==> src/rtl/frt_byte_timer.sv <==
module frt_byte_timer #(
  parameter int ADDR_W   = 2,
  parameter int PERIOD_W = 12
) (
  input  logic              clk,
  input  logic              rst_n,
  input  logic              tick_en,
  input  logic [ADDR_W-1:0] bus_addr,
  input  logic              bus_wr,
  input  logic              bus_rd,
  input  logic [7:0]        bus_wdata,
  output logic [7:0]        bus_rdata,
  output logic              irq_period,
  output logic              irq_wrap
);
  localparam logic [ADDR_W-1:0] OFS_LO = '0;
  localparam logic [ADDR_W-1:0] OFS_HI = ADDR_W'(1);

  logic [15:0] cnt;
  logic [7:0]  rd_hold;
  logic [7:0]  wr_hold;

  wire sel_lo      = (bus_addr == OFS_LO);
  wire sel_hi      = (bus_addr == OFS_HI);
  wire load_hi     = bus_wr & sel_hi;
  wire adv         = tick_en & ~load_hi;
  wire period_roll = adv & (&cnt[PERIOD_W-1:0]);
  wire wrap_roll   = adv & (&cnt);

  always_ff @(posedge clk or negedge rst_n) begin
    if (!rst_n) begin
      cnt        <= '0;
      rd_hold    <= '0;
      wr_hold    <= '0;
      irq_period <= 1'b0;
      irq_wrap   <= 1'b0;
    end else begin
      if (load_hi)         cnt <= {bus_wdata, wr_hold};
      else if (adv)        cnt <= cnt + 16'd1;
      if (bus_rd & sel_lo) rd_hold <= cnt[15:8];
      if (bus_wr & sel_lo) wr_hold <= bus_wdata;
      irq_period <= period_roll;
      irq_wrap   <= wrap_roll;
    end
  end

  always_comb begin
    bus_rdata = 8'h00;
    if (sel_lo)      bus_rdata = cnt[7:0];
    else if (sel_hi) bus_rdata = rd_hold;
  end
endmodule

==> config.mk <==
export PLATFORM = sky130hd
export DESIGN_NAME = frt_byte_timer
export DESIGN_NICKNAME = d
export VERILOG_FILES = /design/src/rtl/frt_byte_timer.sv
export SDC_FILE = /design/constraint.sdc
export NUM_CORES = 1
export LEC_CHECK = 0
export ABC_AREA = 1
export CORE_UTILIZATION = 41
export CTS_BUF_LIST = sky130_fd_sc_hd__clkbuf_4 sky130_fd_sc_hd__clkbuf_8 sky130_fd_sc_hd__clkbuf_16
export DETAILED_ROUTE_END_ITERATION = 10
export DONT_BUFFER_PORTS = 1
export PLACE_DENSITY = 0.52
export SETUP_SLACK_MARGIN = 0.2
export SYNTH_ARGS = -nofsm -noshare
export SYNTH_HDL_FRONTEND = slang
export SYNTH_SLANG_ARGS = --single-unit
==> constraint.sdc <==
create_clock -name clk -period 1.8 [get_ports clk]
set_clock_uncertainty 0.15 [all_clocks]
set_input_delay 0.36 -clock clk [delete_from_list [all_inputs] [get_ports clk]]
set_output_delay 0.36 -clock clk [all_outputs]
set_load 0.005 [all_outputs]
==> metrics.csv, run 1 <==
stage,metric,value,unit
status,outcome,"finished, final reports clean",
worst_setup_path,Reg2Reg Depth,8,
synth,syn avg cell area,7.62,um2
synth,Mapped Cells,246,
cts,Sink Count,34,
sta,Slew headroom,69.7,%
worst_setup_path,WP data required,1.29,ns
placed_design,# port buffers,0,
cts,htree depth,2,
synth,cell taking the most area after synthesis,dfrtp_1,
cts,CTS buffer count,5,
worst_setup_path,CP max FO,5,
run,MaxCap Viol Count,0,
synth,yosys warns,0,
grt,vias in the first global route,1531,
sta,Period minus WS final,1.62,ns
floorplan,Die Span X,69.6,um
sta,fmax,0.618,GHz
synth,Syn Nets,262,
floorplan,die area,4850,um2
worst_setup_path,Worst setup endpoint,bus_rdata[1],
cts,Clock Tree Buf Depth,2,
min_path,Cells on Worst Hold Path,2,
power_and_ir_drop,Lkg Pwr,0.00103,uW
grt,GR Overflow Total,0,
worst_setup_path,Setup crit end kind,output port,
sta,# setup viols final,0,
routing,met2 wire length,1810,um
power_and_ir_drop,pwr dens,994,nW/um2
sta,Worst-Margin Slew,0.453,ns
synth,Yosys cell types,22,
synth,Yosys reg bits,34,
worst_setup_path,CP startpoint,cnt[1],
cells_and_area,n_diodes,0,
routing,via count,1533,
worst_setup_path,RR Startpoint,cnt[1],
sta,period utilisation layout,89.9,%
routing,vias per inst,5.01,
routing,DRT iter0 DRCs,85,
synth,sequential fraction of the synthesis area,45.4,%
sta,setup TNS,0,ns
min_path,Hold Path Class,input pin to flop,
cells_and_area,share of cells above drive strength 1,12.2,%
sta,RSZ-0062 raised after global routing,yes,
cts,CTS root buffer,clkbuf_8,
routing,metal3 WL,153,um
routing,mean routed wirelength per cell,14.0,um
worst_setup_path,reg2reg setup slack,0.28,ns
cells_and_area,Layout area overhead,10.1,%
routing,drc violations,0,
cts,TritonCTS clock tree,built,
floorplan,Std-Cell Rows,24,
sta,Slew Limit Fails,0,
routing,Metal-1 WL,2250,um
synth,"top cells by area, synth","dfrtp_1 45%, nand2_1 17%, inv_1 7.8%",
grt,Total Routing Usage GR,20.0,%
synth,top cell type's share of synthesized area,45.4,%
worst_setup_path,worst r2r dst,cnt[12],
cells_and_area,Final Util,47.1,%
cells_and_area,nets,271,
floorplan,IO Count,25,
sta,final-report hold violation count,0,
power_and_ir_drop,VDD IR max,418,uV
cts,Skew-Pair Late Insertion Delay,0.28,ns
floorplan,Die Y-Extent,69.6,um
routing,antenna-violating nets left,0,
synth,Post-Syn Area,1870,um2
grt,initial antenna violation count,0,
routing,TritonRoute pass-1 iters,4,
grt,largest net degree at the start of global routing,35,
worst_setup_path,Critical Path AT,1.11,ns
cells_and_area,Fillers,452,
routing,drt total wl,4290,um
placed_design,gpl congestion,0.879,
floorplan,core area,4380,um2
cts,clock transition at the registers of the reported paths,0.07,ns
routing,top sig layer,met4,
grt,first-pass GRT wire length,7390,um
placed_design,hpwl dp,3260,um
worst_setup_path,CP Class,flop to output port,
floorplan,Initial Util,42.8,%
worst_setup_path,CP Launch Type,flop,
## how the worst min path moves through the flow
| stage | from | endpoint |
|---|---|---|
| after floorplan | rst_n | cnt[0] |
| after detailed placement | rst_n | rd_hold[0] |
| after global routing | bus_wdata[4] | wr_hold[4] |
| after global placement | rst_n | rd_hold[4] |
| final | bus_wdata[4] | cnt[12] |
| after CTS | bus_wdata[4] | cnt[12] |
## power breakdown
group / switching, uW / internal, uW / total, uW / leakage, uW
logic: 249 / 181 / 430 / 0.000557
clock network: 250 / 295 / 545 / 0.0000431
registers: 160 / 916 / 1080 / 0.000433
total: 659 / 1390 / 2050 / 0.00103
## metal layers
| metal | vias to the layer above | global-route usage (%) |
|---|---|---|
| met3 | 7 | 4.65 |
| met4 | 0 | 7.56 |
| met2 | 32 | 30.0 |
| met1 | 701 | 28.3 |
| li1 | 793 | - |
| met5 | - | 0 |
## cell families (layout without fill, tap and decap cells)
group | after synthesis | count (layout) | share of synthesized area, %
simple gates | 124 | 124 | 28.5
buf+inv | 45 | 53 | 10.6
compound gates | 35 | 35 | 11.4
flops | 34 | 34 | 45.4
xor+xnor | 6 | 6 | 2.80
fa+ha+maj | 1 | 1 | 0.667
mux | 1 | 1 | 0.601
## per-stage QoR
stage / hold slack (ns) / area [um2] / setup slack (ns) / power, uW / instances
after detailed placement: -0.0845 / 1920 / 0.221 / 1470 / 297
after floorplan: -0.0856 / 1870 / 0.369 / 1360 / 246
after global routing: 0.0616 / 2060 / 0.148 / 2200 / 306
final: 0.0617 / 2060 / 0.182 / 2050 / 306
after CTS: 0.0541 / 2030 / 0.216 / 2050 / 305
after global placement: -0.0849 / 1920 / 0.236 / 1480 / 297
## Yosys cell counts (all sizes together)
master,instances
nand2,86
nor2,14
ha,1
nor3,1
nand3,20
inv,40
a22o,4
mux2,1
o211ai,4
clkinv,1
nand4,3
o21ai,20
o22ai,7
xnor2,1
xor2,5
buf,4
dfrtp,34
## critical path: stages, from the launching register on
cell	delay, ns
dfrtp_1	0.43
buf_4	0.15
a22o_2	0.25
## sequential cells by signal, indices dropped and copies added (netlist names)
register,cells
irq_wrap,1
rd_hold,8
cnt,16
wr_hold,8
irq_period,1
## cell usage in the layout, fill, tap and decap left out, types with 3 or more instances in the layout
| master | netlist | routed |
|---|---|---|
| a22o_2 | 4 | 4 |
| buf_4 | 0 | 4 |
| clkbuf_8 | 0 | 6 |
| dfrtp_1 | 34 | 33 |
| inv_1 | 39 | 38 |
| nand2_1 | 83 | 83 |
| nand3_1 | 20 | 19 |
| nand4_1 | 3 | 3 |
| nor2_1 | 11 | 8 |
| nor2_2 | 2 | 3 |
| nor2_4 | 1 | 3 |
| o211ai_1 | 4 | 4 |
| o21ai_0 | 20 | 19 |
| o22ai_1 | 7 | 7 |
| xor2_1 | 5 | 5 |
## cell type report
| type | instances | area, um2 | share of cell area (%) |
|---|---|---|---|
| Sequential cell | 34 | 852 | 41.3 |
| Timing Repair Buffer | 6 | 60.1 | 2.91 |
| Inverter | 41 | 154 | 7.46 |
| Multi-Input combinational cell | 167 | 850 | 41.2 |
| Tap cell | 52 | 65.1 | 3.15 |
| Clock buffer | 6 | 82.6 | 4.00 |
## what timing repair did
action | in CTS | in global routing
endpoints found under the hold margin | 34 | 0
resized for setup | 0 | 10
hold buffers | 2 | 0
buffers inserted | 0 | 1
setup endpoints to repair | 0 | 10
Power figures use the tool's default switching activity.
==> run 2: changes to the inputs <==
--- a/config.mk
+++ b/config.mk
@@ -6,6 +6,7 @@
 export NUM_CORES = 1
 export LEC_CHECK = 0
 export ABC_AREA = 1
+export CAP_MARGIN = 25
 export CORE_UTILIZATION = 41
 export CTS_BUF_LIST = sky130_fd_sc_hd__clkbuf_4 sky130_fd_sc_hd__clkbuf_8 sky130_fd_sc_hd__clkbuf_16
 export DETAILED_ROUTE_END_ITERATION = 10
==> results of run 2 <==
No change in the layout: final DEF, timing and power equal those of run 1.
